File: src/rtl/pgen_pkg.sv
package pgen_pkg;

  typedef enum logic [1:0] {
    ST_IDLE,
    ST_DELAY,
    ST_RUN,
    ST_DONE
  } chState_e;

  // control -> datapath, one bit per channel
  typedef struct packed {
    logic [1:0] cntLoad;
    logic [1:0] cntDec;
    logic [1:0] dlyLoad;
    logic [1:0] dlyDec;
  } pgStrobe_t;

  // datapath -> control, one bit per channel
  typedef struct packed {
    logic [1:0] cntZero;
    logic [1:0] dlyLast;
    logic [1:0] dlyNone;
  } pgStatus_t;

endpackage

File: src/rtl/pgen_prescaler.sv
module pgen_prescaler #(
  parameter int SEL_W = 2
) (
  input  logic             clk,
  input  logic             rstN,
  input  logic [SEL_W-1:0] divSel,
  input  logic             extSel,
  input  logic             extTick,
  output logic             tick
);
  // each select step multiplies the divisor by four
  localparam int PRE_W = 2 * ((1 << SEL_W) - 1);

  logic [PRE_W-1:0] preCnt;
  logic [PRE_W-1:0] mask;

  always_ff @(posedge clk or negedge rstN) begin
    if (!rstN) preCnt <= '0;
    else       preCnt <= preCnt + PRE_W'(1);
  end

  always_comb begin
    mask = '0;
    for (int i = 0; i < PRE_W; i++) begin
      if (i < 2 * int'(divSel)) mask[i] = 1'b1;
    end
    tick = extSel ? extTick : ((preCnt & mask) == mask);
  end

endmodule

File: src/rtl/pgen_control.sv
module pgen_control import pgen_pkg::*; (
  input  logic      clk,
  input  logic      rstN,
  input  logic      splitMode,
  input  logic      tick,
  input  logic [1:0] swTrig,
  input  logic      hwTrig,
  input  logic [1:0] hwTrigEn,
  input  logic [1:0] oneShot,
  input  logic [1:0] rearm,
  input  pgStatus_t status,
  output pgStrobe_t strobe,
  output logic [1:0] running,
  output logic [1:0] irqTrig,
  output logic [1:0] irqBorrow
);

  generate
    for (genvar c = 0; c < 2; c++) begin : g_ch
      chState_e state, stateNxt;
      logic active, trigReq, accept;
      logic ldS, decS, dLdS, dDecS, brwS;
      logic trigQ, brwQ;

      assign active  = (c == 0) || splitMode;
      assign trigReq = swTrig[c] | (hwTrig & hwTrigEn[c]);

      always_comb begin
        stateNxt = state;
        ldS = 1'b0; decS = 1'b0; dLdS = 1'b0; dDecS = 1'b0; brwS = 1'b0;
        accept = 1'b0;
        unique case (state)
          ST_IDLE: begin
            if (trigReq) begin
              accept = 1'b1;
              if (status.dlyNone[c]) begin
                ldS = 1'b1;
                stateNxt = ST_RUN;
              end else begin
                dLdS = 1'b1;
                stateNxt = ST_DELAY;
              end
            end
          end
          ST_DELAY: begin
            if (tick) begin
              if (status.dlyLast[c]) begin
                ldS = 1'b1;
                stateNxt = ST_RUN;
              end else begin
                dDecS = 1'b1;
              end
            end
          end
          ST_RUN: begin
            if (tick) begin
              if (status.cntZero[c]) begin
                brwS = 1'b1;
                if (oneShot[c]) stateNxt = ST_DONE;
                else            ldS = 1'b1;
              end else begin
                decS = 1'b1;
              end
            end
          end
          ST_DONE: ;
        endcase
        // halt / re-arm, or channel unused in full-width mode
        if (rearm[c] || !active) begin
          stateNxt = ST_IDLE;
          ldS = 1'b0; decS = 1'b0; dLdS = 1'b0; dDecS = 1'b0; brwS = 1'b0;
          accept = 1'b0;
        end
      end

      always_ff @(posedge clk or negedge rstN) begin
        if (!rstN) begin
          state <= ST_IDLE;
          trigQ <= 1'b0;
          brwQ  <= 1'b0;
        end else begin
          state <= stateNxt;
          trigQ <= accept;
          brwQ  <= brwS;
        end
      end
    end
  endgenerate

  assign strobe.cntLoad = {g_ch[1].ldS,   g_ch[0].ldS};
  assign strobe.cntDec  = {g_ch[1].decS,  g_ch[0].decS};
  assign strobe.dlyLoad = {g_ch[1].dLdS,  g_ch[0].dLdS};
  assign strobe.dlyDec  = {g_ch[1].dDecS, g_ch[0].dDecS};
  assign running   = {g_ch[1].state == ST_RUN, g_ch[0].state == ST_RUN};
  assign irqTrig   = {g_ch[1].trigQ, g_ch[0].trigQ};
  assign irqBorrow = {g_ch[1].brwQ,  g_ch[0].brwQ};

endmodule

File: src/rtl/pgen_datapath.sv
module pgen_datapath import pgen_pkg::*; #(
  parameter int CNT_W = 16
) (
  input  logic             clk,
  input  logic             rstN,
  input  logic             splitMode,
  input  logic [CNT_W-1:0] cycleVal,
  input  logic [CNT_W-1:0] dutyVal,
  input  logic [CNT_W-1:0] delayVal,
  input  pgStrobe_t        strobe,
  input  logic [1:0]       running,
  output pgStatus_t        status,
  output logic [1:0]       waveOut,
  output logic [1:0]       dutyHit
);
  localparam int HALF_W = CNT_W / 2;

  logic [CNT_W-1:0] cnt, dutyAct, dly;
  logic [CNT_W-1:0] cntNxt, dutyNxt, dlyNxt;
  logic [1:0]       hitNxt;

  // value seen by channel c, zero-extended to full width
  function automatic logic [CNT_W-1:0] chView(input logic [CNT_W-1:0] v,
                                              input int c, input logic sp);
    if (!sp) return (c == 0) ? v : '0;
    return CNT_W'(v[c*HALF_W +: HALF_W]);
  endfunction

  // write channel c's value back into the shared vector
  function automatic logic [CNT_W-1:0] chPut(input logic [CNT_W-1:0] orig,
                                             input logic [CNT_W-1:0] v,
                                             input int c, input logic sp);
    logic [CNT_W-1:0] r;
    r = orig;
    if (sp)          r[c*HALF_W +: HALF_W] = v[HALF_W-1:0];
    else if (c == 0) r = v;
    return r;
  endfunction

  always_comb begin
    cntNxt  = cnt;
    dutyNxt = dutyAct;
    dlyNxt  = dly;
    hitNxt  = '0;
    for (int c = 0; c < 2; c++) begin
      logic [CNT_W-1:0] curCnt, curDuty, curDly, cycIn, dutyIn;
      logic [CNT_W-1:0] newCnt, newDuty, newDly;
      curCnt  = chView(cnt, c, splitMode);
      curDuty = chView(dutyAct, c, splitMode);
      curDly  = chView(dly, c, splitMode);
      cycIn   = chView(cycleVal, c, splitMode);
      dutyIn  = chView(dutyVal, c, splitMode);
      newCnt  = curCnt;
      newDuty = curDuty;
      newDly  = curDly;
      if (strobe.cntLoad[c]) begin
        newCnt    = cycIn;
        newDuty   = dutyIn;
        hitNxt[c] = (cycIn == dutyIn);
      end else if (strobe.cntDec[c]) begin
        newCnt    = curCnt - CNT_W'(1);
        hitNxt[c] = (newCnt == curDuty);
      end
      if (strobe.dlyLoad[c])     newDly = chView(delayVal, c, splitMode);
      else if (strobe.dlyDec[c]) newDly = curDly - CNT_W'(1);
      cntNxt  = chPut(cntNxt, newCnt, c, splitMode);
      dutyNxt = chPut(dutyNxt, newDuty, c, splitMode);
      dlyNxt  = chPut(dlyNxt, newDly, c, splitMode);
    end
  end

  always_ff @(posedge clk or negedge rstN) begin
    if (!rstN) begin
      cnt     <= '0;
      dutyAct <= '0;
      dly     <= '0;
      dutyHit <= '0;
    end else begin
      cnt     <= cntNxt;
      dutyAct <= dutyNxt;
      dly     <= dlyNxt;
      dutyHit <= hitNxt;
    end
  end

  always_comb begin
    for (int c = 0; c < 2; c++) begin
      status.cntZero[c] = (chView(cnt, c, splitMode) == '0);
      status.dlyLast[c] = (chView(dly, c, splitMode) == CNT_W'(1));
      status.dlyNone[c] = (chView(delayVal, c, splitMode) == '0);
      waveOut[c] = running[c] &&
                   (chView(cnt, c, splitMode) <= chView(dutyAct, c, splitMode));
    end
  end

endmodule

File: src/rtl/pulse_gen.sv
module pulse_gen import pgen_pkg::*; #(
  parameter int CNT_W = 16,
  parameter int SEL_W = 2
) (
  input  logic             clk,
  input  logic             rstN,
  input  logic             splitMode,
  input  logic [1:0]       oneShot,
  input  logic [SEL_W-1:0] divSel,
  input  logic             extSel,
  input  logic             extTick,
  input  logic [1:0]       swTrig,
  input  logic             hwTrig,
  input  logic [1:0]       hwTrigEn,
  input  logic [1:0]       rearm,
  input  logic [CNT_W-1:0] cycleVal,
  input  logic [CNT_W-1:0] dutyVal,
  input  logic [CNT_W-1:0] delayVal,
  input  logic             adcOnDuty,
  output logic [1:0]       pulseOut,
  output logic [1:0]       irqTrig,
  output logic [1:0]       irqBorrow,
  output logic [1:0]       irqDuty,
  output logic             adcTrig
);
  logic       tick;
  pgStrobe_t  strobe;
  pgStatus_t  status;
  logic [1:0] running;

  pgen_prescaler #(.SEL_W(SEL_W)) u_pre (
    .clk(clk), .rstN(rstN), .divSel(divSel), .extSel(extSel),
    .extTick(extTick), .tick(tick)
  );

  pgen_control u_ctl (
    .clk(clk), .rstN(rstN), .splitMode(splitMode), .tick(tick),
    .swTrig(swTrig), .hwTrig(hwTrig), .hwTrigEn(hwTrigEn),
    .oneShot(oneShot), .rearm(rearm), .status(status), .strobe(strobe),
    .running(running), .irqTrig(irqTrig), .irqBorrow(irqBorrow)
  );

  pgen_datapath #(.CNT_W(CNT_W)) u_dp (
    .clk(clk), .rstN(rstN), .splitMode(splitMode), .cycleVal(cycleVal),
    .dutyVal(dutyVal), .delayVal(delayVal), .strobe(strobe),
    .running(running), .status(status), .waveOut(pulseOut),
    .dutyHit(irqDuty)
  );

  assign adcTrig = adcOnDuty ? irqDuty[0] : irqBorrow[0];

endmodule

File: config.mk
export PLATFORM = sky130hd
export DESIGN_NAME = pulse_gen
export DESIGN_NICKNAME = d
export VERILOG_FILES = /design/src/rtl/pgen_pkg.sv /design/src/rtl/pgen_prescaler.sv /design/src/rtl/pgen_control.sv /design/src/rtl/pgen_datapath.sv /design/src/rtl/pulse_gen.sv
export SDC_FILE = /design/constraint.sdc
export NUM_CORES = 1
export LEC_CHECK = 0
export BUFFER_PORTS_ARGS = -buffer_cell sky130_fd_sc_hd__buf_2
export CAP_MARGIN = 20
export CELL_PAD_IN_SITES_DETAIL_PLACEMENT = 0
export CELL_PAD_IN_SITES_GLOBAL_PLACEMENT = 1
export CORE_UTILIZATION = 49
export CTS_BUF_LIST = sky130_fd_sc_hd__clkbuf_4 sky130_fd_sc_hd__clkbuf_8
export DETAILED_ROUTE_END_ITERATION = 7
export GPL_TIMING_DRIVEN = 0
export PLACE_DENSITY = 0.89
export SYNTH_ARGS = -nofsm -noshare
export SYNTH_HDL_FRONTEND = slang
export SYNTH_HIERARCHICAL = 1
export SYNTH_SLANG_ARGS = --single-unit
File: constraint.sdc
create_clock -name clk -period 6.9 [get_ports clk]
set_input_delay 1.38 -clock clk [delete_from_list [all_inputs] [get_ports clk]]
set_output_delay 1.38 -clock clk [all_outputs]
set_load 0.02 [all_outputs]
# After elaboration in Yosys (flattened, before gate mapping)

Index checks and enable logic that the tools add are counted.

Bits in registers: 64
Input port bits: 65
Output and inout port bits: 9
Logic and storage cells: 183

Add/sub/neg operators: 5
$lt $le $gt $ge: 8
Eq/ne operators: 23
Multiplexer cells: 117
Bitwise operators: 5
Reductions and logical operators: 14

Operators with widths:

| operator                                                   | number |
|---|---|
| two-way mux 16 bit                                         | 13 |
| two-way mux 8 bit                                          | 15 |
| two-way mux 1 bit                                          | 69 |
| zero test 16 bit                                           | 4 |
| == test 16 bit                                             | 2 |
| two-way mux 2 bit                                          | 16 |
| subtractor 16 x 1 -> 16 bit (second input constant)        | 2 |
| inequality test 3 bit (second input constant)              | 8 |
| == test 16 x 1 -> 1 bit (second input constant)            | 1 |
| == test 16 x 8 -> 1 bit                                    | 1 |
| less-or-equal comparator 16 bit                            | 1 |
| AND reduction 7 bit                                        | 2 |
| one-hot mux 2 bit (3 select lines)                         | 2 |
| inequality test 3 x 2 -> 1 bit (second input constant)     | 3 |
| subtractor 8 x 1 -> 9 bit (second input constant)          | 1 |
| == test 8 x 1 -> 1 bit (second input constant)             | 1 |
| == test 8 bit                                              | 1 |
| less-or-equal comparator 8 bit                             | 1 |
| nonzero test 4 bit                                         | 2 |
| subtractor 8 x 1 -> 8 bit (second input constant)          | 1 |
| adder 6 x 1 -> 6 bit (second input constant)               | 1 |
| bitwise AND 6 bit                                          | 1 |
| == test 6 bit                                              | 1 |
| less-than comparator 1 x 3 -> 1 bit (first input constant) | 2 |
| other kinds (12)                                           | 21 |

# Logic depth before layout (Yosys ltp)

Gate-level depths: netlist (run 1).

Depth after elaboration: 11
Gate-level depth with buffers: 19
Depth with buffers taken out: 14

# By module

Netlist (run 1), hierarchy kept.

Modules (own cells, without submodules):

| module         | instances | cells each | area each (µm²) | sequential area each (µm²) |
|---|---|---|---|---|
| pgen_datapath  | 1         | 615        | 4902.2          | 1251.2 |
| pgen_control   | 1         | 90         | 740.7           | 200.2 |
| pgen_prescaler | 1         | 24         | 267.8           | 150.1 |
| pulse_gen      | 1         | 1          | 15.0            | 0.0 |

# Worst setup path after synthesis (run 1)

No wires, ideal clock.

Path kind: input-to-output
Start point: in splitMode
End point: out pulseOut[1]
Data arrival time: 3825 ps
Data required time: 5520 ps
Setup slack: 1695 ps
Stages on the path: 11
Path buffers: 4
Path through: clkbuf_1 > clkbuf_1 > clkbuf_8 > clkbuf_1 > nand2_1 > ha_1 > a21o_1 > a21o_1 > a21oi_1 > o21ai_0 > a21boi_0

Cells in the longest elaborated chain, start to end: 3
Elaborated cells between the ends (all ways): 4
Classes of those cells: order compare: 1; mux: 2; reduce/logical: 1

RTL lines:

| item                               | line                | RTL |
|---|---|---|
| start, declared                    | pulse_gen.sv:7      | `input logic splitMode,` |
| two-way mux 8 bit                  | pgen_datapath.sv:26 | `return CNT_W'(v[c*HALF_W +: HALF_W]);` |
| less-or-equal comparator 8 bit (*) | pgen_datapath.sv:92 | `(chView(cnt, c, splitMode) <= chView(dutyAct, c, splitMode));` |
| logical AND 1 bit (*)              | pgen_datapath.sv:91 | `waveOut[c] = running[c] &&` |
| end, declared                      | pulse_gen.sv:20     | `output logic [1:0] pulseOut,` |

Mark *: on every way between the ends. The rest lies on a longest branch, timed or not.

# Worst setup path after layout (run 1)

Start point: in splitMode
End point: out pulseOut[0]

Cells in the longest elaborated chain, start to end: 3
Elaborated cells between the ends (all ways): 4
Classes of those cells: order compare: 1; mux: 2; reduce/logical: 1

RTL lines:

| item                                | line |
|---|---|
| two-way mux 16 bit                  | pgen_datapath.sv:26 |
| less-or-equal comparator 16 bit (*) | pgen_datapath.sv:92 |
| logical AND 1 bit (*)               | pgen_datapath.sv:91 |

Marked as above.

==> flow_summary_export.csv, run 1 <==
group,metric,value,unit
setup_path,r2r_slack,2.71,ns
run_status,outcome,"finished with violations",
cells_and_area,finish.net_count,918,
timing,relSlewSlack,33.4,%
yosys,syn-num-nets,834,
route,firstDrtPassIters,7,
route,finalWirelength,16.1,mm
pwr,power.share.switching,45.3,%
cells_and_area,diodes,0,
cts,clock-sinks,64,
cts,postCtsSetupRepairBufs,0,
die,io-pin-count,74,
cts,root_buffer,"clkbuf_8",
timing,timing.setup.tns,0,ns
die,starting_utilization_of_the_core_area,51.0,%
placement,port_buffers,73,
timing,worst_slew_pin_slew,0.972,ns
cts,cts-htree-levels,3,
setup_path,worst_setup_path_endpoint,"pulseOut[0]",
die,fp.dieArea,12500,sq um
setup_path,cp-startpoint,"splitMode",
setup_path,critPathArrivalTime,4.71,ns
route,drt_drc_violations_left,2,
pwr,power.leakage,2.90,nW
setup_path,kind_of_end_point_of_the_critical_path,"output port",
setup_path,path_buf_inv,5,
timing,max_clk_rate,164,MHz
grt,grt_overflow,0,
yosys,mean_cell_area_of_the_mapped_netlist,8.12,sq um
setup_path,worst-endpoint-required,5.52,ns
cts,clk-insertion-delay-late,0.39,ns
route,routed_wire_length_per_instance,16.7,microns
setup_path,critical_path.cell_chain,"buf_2 > clkbuf_1 > clkbuf_1 > buf_1 > nor2b_1 > ha_1 > nand3_1 > nor4b_1 > o31ai_1 > nand4b_1 > a21boi_0 > buf_2",
cts,cts.reportedPaths.clkPinSlew,0.09,ns
cells_and_area,area_growth_from_synthesis_to_final_layout,12.3,%
setup_path,worst_r2r_endpoint,"u_dp/cnt[11]",
pwr,p_clk_share,16.6,%
die,rows,39,
placement,dp.final_hpwl,12.0,mm
grt,grt_antenna_before_repair,0,
timing,timing.final.setup_violations,0,
run_status,violations_in_the_final_reports,"DRC",
yosys,synth_seq_area_share,27.0,%
setup_path,crit_slowest_cell,"nor4b_1",
setup_path,critical_path_cell_count,12,
cts,cts.path.max_buffers,2,
yosys,yosys_warnings,6,
timing,finClkSkew,0.0171,ns
pwr,post-layout-total-power,1.89,mW
timing,layout_worst_path_cycle_share,88.3,%
setup_path,worst-r2r-cell-count,14,
cts,cts_tree,"built",
yosys,synth_enable_flop_cells,0,
timing,grt_setup_unrepaired,"false",
placement,gp_routability_congestion,0.929,
setup_path,r2r_start,"u_dp/cnt[0]",
pwr,vdd_ir_max,0.155,mV
route,dr_total_vias,5542,
grt,grt_max_degree,65,
yosys,syn-instance-count,730,
pwr,share_comb_of_total_power,51.8,%
timing,timing.final.crit_period,6.09,ns
route,via_per_inst,5.76,
cts,postCtsResizedCells,0,
timing,final_hold_viol_count,0,
route,detail_route.iter0.violations,326,
grt,global_route_usage_over_all_layers,27.0,%
route,postRouteAntennaNets,0,
hold_path,worstHoldStart,"u_pre/preCnt[5]",
pwr,seq_power_share,31.6,%
die,die_x,112,microns
cells_and_area,final_layout_size_suffix_gt1_share,17.1,%
flow_run,drv.max_cap_violation_count,0,
timing,drv_slew,0,
setup_path,crit_family,"buffers and inverters",
setup_path,criticalPathCategory,"in2out",
pwr,power_report.internal_total,1.03,mW
yosys,synth_async_sr_flop_share,100,%
yosys,mappedNetlistArea,5930,sq um
setup_path,start_kind,"input pin",
die,core_area,11600,sq um
pwr,power_density,283,nW/um^2
grt,grt_pass1_vias,5413,
cts,postCtsHoldBufs,0,
setup_path,timing.critical_path.slowest_cell_delay,0.51,ns
yosys,seq_cells_post_synth,64,
pwr,net-switching-power,0.854,mW
cts,cts-buffers-inserted,9,
setup_path,path_max_fanout,10,
yosys,postSynth.topFlopCell,"dfrtp_1",
die,die_height,112,microns
hold_path,worst_hold_path_type,"reg2reg",
yosys,yosysUniqueCellTypes,74,
grt,grt_pass1_wl,26.8,mm
-- cells in the final DEF (no fill, tap or decap), types with 4 or more instances in the layout --
cell,synthesis,routed
o2111ai_1,4,4
dfrtp_1,64,64
o21ai_0,63,63
nand2b_1,9,9
xor2_1,37,37
nor2_1,36,36
buf_2,4,76
a21oi_1,41,41
o211ai_1,10,10
a21boi_0,5,5
a21o_1,5,5
nor3b_1,5,5
and2_1,11,11
mux2i_1,9,9
nand4_1,11,11
nor2b_1,19,19
o22ai_1,6,6
clkbuf_1,29,29
nor3_1,25,25
nand2_1,86,86
xnor2_1,44,44
buf_4,13,14
clkbuf_8,4,13
inv_1,33,33
nand3_1,16,16
mux2_2,10,10
ha_1,39,39
o31ai_1,6,6
nor4_1,16,16
-- per-stage QoR --
step	util, %	area (sq um)	hold slack [ns]	setup slack, ns	instances
6_report	57.3	6650	0.482	0.809	962
5_1_grt	57.3	6650	0.519	0.558	962
4_1_cts	57.3	6650	0.488	0.908	962
3_5_place_dp	55.7	6470	0.469	0.916	946
3_3_place_gp	55.7	6470	0.463	0.895	946
2_1_floorplan	-	5930	0.446	1.69	730
-- power groups by stage --
stage	Clock, mW	Combinational [mW]	Sequential [mW]
after floorplan	0	0.753	0.566
final	0.314	0.977	0.595
after detailed placement	0	0.959	0.600
after global routing	0.341	1.10	0.609
after global placement	0	0.936	0.594
after CTS	0.323	0.966	0.592
-- state kept, by name, indices dropped and copies added (netlist names) --
| register | flops |
|---|---|
| u_dp/dly | 16 |
| u_ctl/g_ch.trigQ | 2 |
| u_dp/dutyAct | 16 |
| u_ctl/g_ch.brwQ | 2 |
| u_dp/dutyHit | 2 |
| u_pre/preCnt | 6 |
| u_dp/cnt | 16 |
| u_ctl/g_ch.state | 4 |
-- cell usage after synthesis (all sizes together) (22+ instances only) --
| cell | instances | area share (%) |
|---|---|---|
| ha | 39 | 8.2 |
| dfrtp | 64 | 27 |
| nand2 | 86 | 5.4 |
| buf | 22 | 2.7 |
| nor3 | 29 | 2.9 |
| a21oi | 41 | 3.5 |
| inv | 33 | 2.1 |
| nor2 | 36 | 2.3 |
| clkbuf | 34 | 2.9 |
| o21ai | 65 | 5.5 |
| xor2 | 37 | 5.5 |
| xnor2 | 44 | 6.5 |
-- layer usage --
metal | wire, microns | share of wire, % | global-route usage (%)
met5 | 0 | 0 | 0
met1 | 7160 | 45 | 35.7
met3 | 978 | 6.1 | 4.41
met4 | 384 | 2.4 | 11.4
met2 | 7550 | 47 | 43.8
-- cell type report --
cell class	count	area [sq um]
fillers	1120	4960
repair buffers	73	368
plain buffers	57	342
clock buffers	9	124
flip-flops and latches	64	1600
well taps	143	179
multi-input cells	575	3850
clock inverters	7	57.6
inverters	34	128
-- logic make-up (layout without fill, tap and decap cells) --
| kind of cell | count (synthesis) | count (layout) | synth area share, % |
|---|---|---|---|
| buffers and inverters | 91 | 180 | 7.92 |
| xor gates and xnor gates | 81 | 81 | 12.0 |
| AOI/OAI and AO/OA | 169 | 169 | 17.3 |
| DFF | 64 | 64 | 27.0 |
| and+or+nand+nor | 266 | 266 | 23.9 |
| muxes | 20 | 20 | 3.67 |
| adders and majority gates | 39 | 39 | 8.23 |
-- worst register-to-register path: stages (launching register included) --
cell      delay (ns)
dfrtp_1         0.47
inv_1           0.11
ha_1            0.26
nor4b_2         0.51
nand2_1         0.22
a21oi_1         0.37
nand2_1         0.10
o22ai_1         0.14
a31oi_1         0.10
nor3_1          0.17
buf_4           0.18
clkbuf_1        0.50
buf_1           0.55
mux2i_1         0.26
o21ai_0         0.10
-- how the worst min path moves through the flow --
| stage | end | slack (ns) | cells past startpoint |
|---|---|---|---|
| 6_report | u_pre/preCnt[5] | 0.48 | 1 |
| 4_1_cts | u_pre/preCnt[5] | 0.49 | 1 |
| 2_1_floorplan | u_pre/preCnt[5] | 0.45 | 1 |
| 3_3_place_gp | u_pre/preCnt[5] | 0.46 | 1 |
| 5_1_grt | u_pre/preCnt[5] | 0.52 | 1 |
| 3_5_place_dp | u_pre/preCnt[5] | 0.47 | 1 |
Power figures use the tool's default switching activity.
==> run 2, diff against run 1 <==
- CORE_UTILIZATION: 49 -> 46
- PLACE_DENSITY: 0.89 -> 0.84
- clock period: 6.9 -> 7 ns (I/O delays scaled with it)
==> run 2 against run 1 <==
Effect of this change:
- the flow now finishes without violations
- flip-flop and latch count did not move
- global-route usage fell by 0.86 points
- wire length rose by 1.2%
- combinational power fell by 2%
- critical path type unchanged
- critical endpoint unchanged
- largest cell class unchanged
==> flow_summary_export.csv, run 2 (synthesized netlist as in run 1, its figures left out) <==
group,metric,value,unit
placement,port_buffers,73,
setup_path,path_buf_inv,5,
route,firstDrtPassIters,5,
grt,grt_pass1_vias,5336,
die,io-pin-count,74,
cells_and_area,final_cell_count_no_fill,991,
cells_and_area,finalInstanceArea,6730,sq um
pwr,share_comb_of_total_power,49.9,%
pwr,net-switching-power,0.819,mW
flow_run,drv.max_cap_violation_count,0,
route,routed_wire_length_per_instance,16.4,microns
placement,place.detailed.instances,975,
die,core_area,12600,sq um
grt,grt_max_degree,65,
timing,timing.setup.tns,0,ns
pwr,power_density,286,nW/um^2
placement,dp.final_hpwl,12.3,mm
setup_path,r2r_start,"u_dp/cnt[0]",
cts,cts.path.max_buffers,2,
timing,max_clk_rate,163,MHz
cells_and_area,area_growth_from_synthesis_to_final_layout,13.6,%
timing,worst_slew_pin_slew,0.988,ns
setup_path,path_max_fanout,10,
hold_path,worstHoldStart,"u_pre/preCnt[5]",
die,die_x,116,microns
cts,cts-buffers-inserted,9,
timing,timing.final.setup_violations,0,
setup_path,worst-endpoint-required,5.60,ns
timing,drv_slew,0,
die,die_height,116,microns
grt,global_route_usage_over_all_layers,26.1,%
timing,final_hold_viol_count,0,
grt,grt_antenna_before_repair,0,
timing,timing.final.crit_period,6.13,ns
cts,postCtsHoldBufs,0,
setup_path,kind_of_end_point_of_the_critical_path,"output port",
cts,cts.reportedPaths.clkPinSlew,0.07,ns
die,fp.dieArea,13300,sq um
die,starting_utilization_of_the_core_area,47.1,%
cts,postCtsResizedCells,0,
setup_path,criticalPathCategory,"in2out",
pwr,power_report.internal_total,1.11,mW
cells_and_area,final_layout_size_suffix_gt1_share,17.1,%
setup_path,critPathArrivalTime,4.73,ns
placement,placedInstanceArea,6510,sq um
placement,gp_routability_congestion,0.897,
placement,pre_cts_ws,0.965,ns
die,rows,41,
route,via_per_inst,5.60,
grt,grt_overflow,0,
cts,cts_tree,"built",
route,postRouteAntennaNets,0,
timing,worst_hold_slack,0.485,ns
pwr,power.share.switching,42.5,%
hold_path,worst_hold_path_type,"reg2reg",
cts,clk-insertion-delay-late,0.38,ns
pwr,power.leakage,2.94,nW
cts,postCtsSetupRepairBufs,0,
timing,grt_setup_unrepaired,"false",
cells_and_area,most-common-layout-cells,"86 x nand2_1, 76 x buf_2, 64 x dfrtp_1, 63 x o21ai_0, 44 x xnor2_1",
setup_path,cp-startpoint,"splitMode",
route,detail_route.iter0.violations,290,
cts,clock-sinks,64,
setup_path,critical_path.cell_chain,"buf_2 > clkbuf_1 > clkbuf_1 > buf_1 > nor2b_1 > ha_1 > nand3_1 > nor4b_1 > o31ai_1 > nand4b_1 > a21boi_0 > buf_2",
cells_and_area,finish.net_count,918,
timing,relSlewSlack,32.2,%
timing,final_critical_path_setup_slack,0.875,ns
route,finalWirelength,16.3,mm
pwr,p_clk_share,19.8,%
pwr,seq_power_share,30.4,%
grt,grt_pass1_wl,26.7,mm
pwr,vdd_ir_max,0.126,mV
cts,root_buffer,"clkbuf_8",
timing,layout_worst_path_cycle_share,87.5,%
cells_and_area,largest_registers,"u_dp/cnt (16), u_dp/dly (16), u_dp/dutyAct (16)",
route,dr_total_vias,5547,
cells_and_area,fillCellCount,1224,
route,drt_drc_violations_left,0,
setup_path,start_kind,"input pin",
cts,cts-htree-levels,3,
run_status,outcome,"finished, final reports clean",
setup_path,timing.critical_path.slowest_cell_delay,0.54,ns
cells_and_area,diodes,0,
setup_path,crit_family,"buffers and inverters",
cells_and_area,layout.cells.most_common,"nand2_1",
timing,finClkSkew,0.0118,ns
setup_path,crit_slowest_cell,"buf_1",
[run 2: power by group through the flow]
stage               clock, mW  sequential [mW]  combinational (mW)
finish                  0.381            0.586               0.961
global route            0.400            0.600                1.08
CTS                     0.389            0.585               0.954
detailed placement          0            0.593               0.947
global placement            0            0.587               0.925
floorplan                   0            0.558               0.743
[run 2: layout make-up]
type	count	area, sq um	area share, %
sequential	64	1600	23.8
buffer	57	342	5.07
multi-input combinational	575	3850	57.2
inverter	34	128	1.90
tap	172	215	3.20
clock inverter	3	65.1	0.966
timing repair buffer	73	368	5.46
clock buffer	13	160	2.38
[run 2: worst paths after layout]
kind,end,slack [ns],cells after the start
hold / removal,u_pre/preCnt[5],0.49,1
setup / recovery,pulseOut[0],0.87,12
max in group asynchronous,u_dp/cnt[8],5.29,1
min in group asynchronous,u_dp/cnt[2],1.13,1
hold reg to reg,u_pre/preCnt[5],0.49,1
setup reg to reg,u_dp/cnt[11],2.77,14
[run 2: per-layer routing]
| layer | vias to the layer above | global-route usage (%) | wire length (microns) |
|---|---|---|---|
| met5 | - | 0 | 0 |
| met4 | 0 | 9.52 | 383 |
| met3 | 30 | 4.60 | 752 |
| met2 | 156 | 43.7 | 7790 |
| met1 | 2635 | 33.8 | 7330 |
| li1 | 2726 | - | - |
[run 2: through the flow]
stage          total power, mW  util [%]
2_1_floorplan             1.30         -
3_3_place_gp              1.51      51.8
3_5_place_dp              1.54      51.8
4_1_cts                   1.93      53.6
5_1_grt                   2.08      53.6
6_report                  1.93      53.6
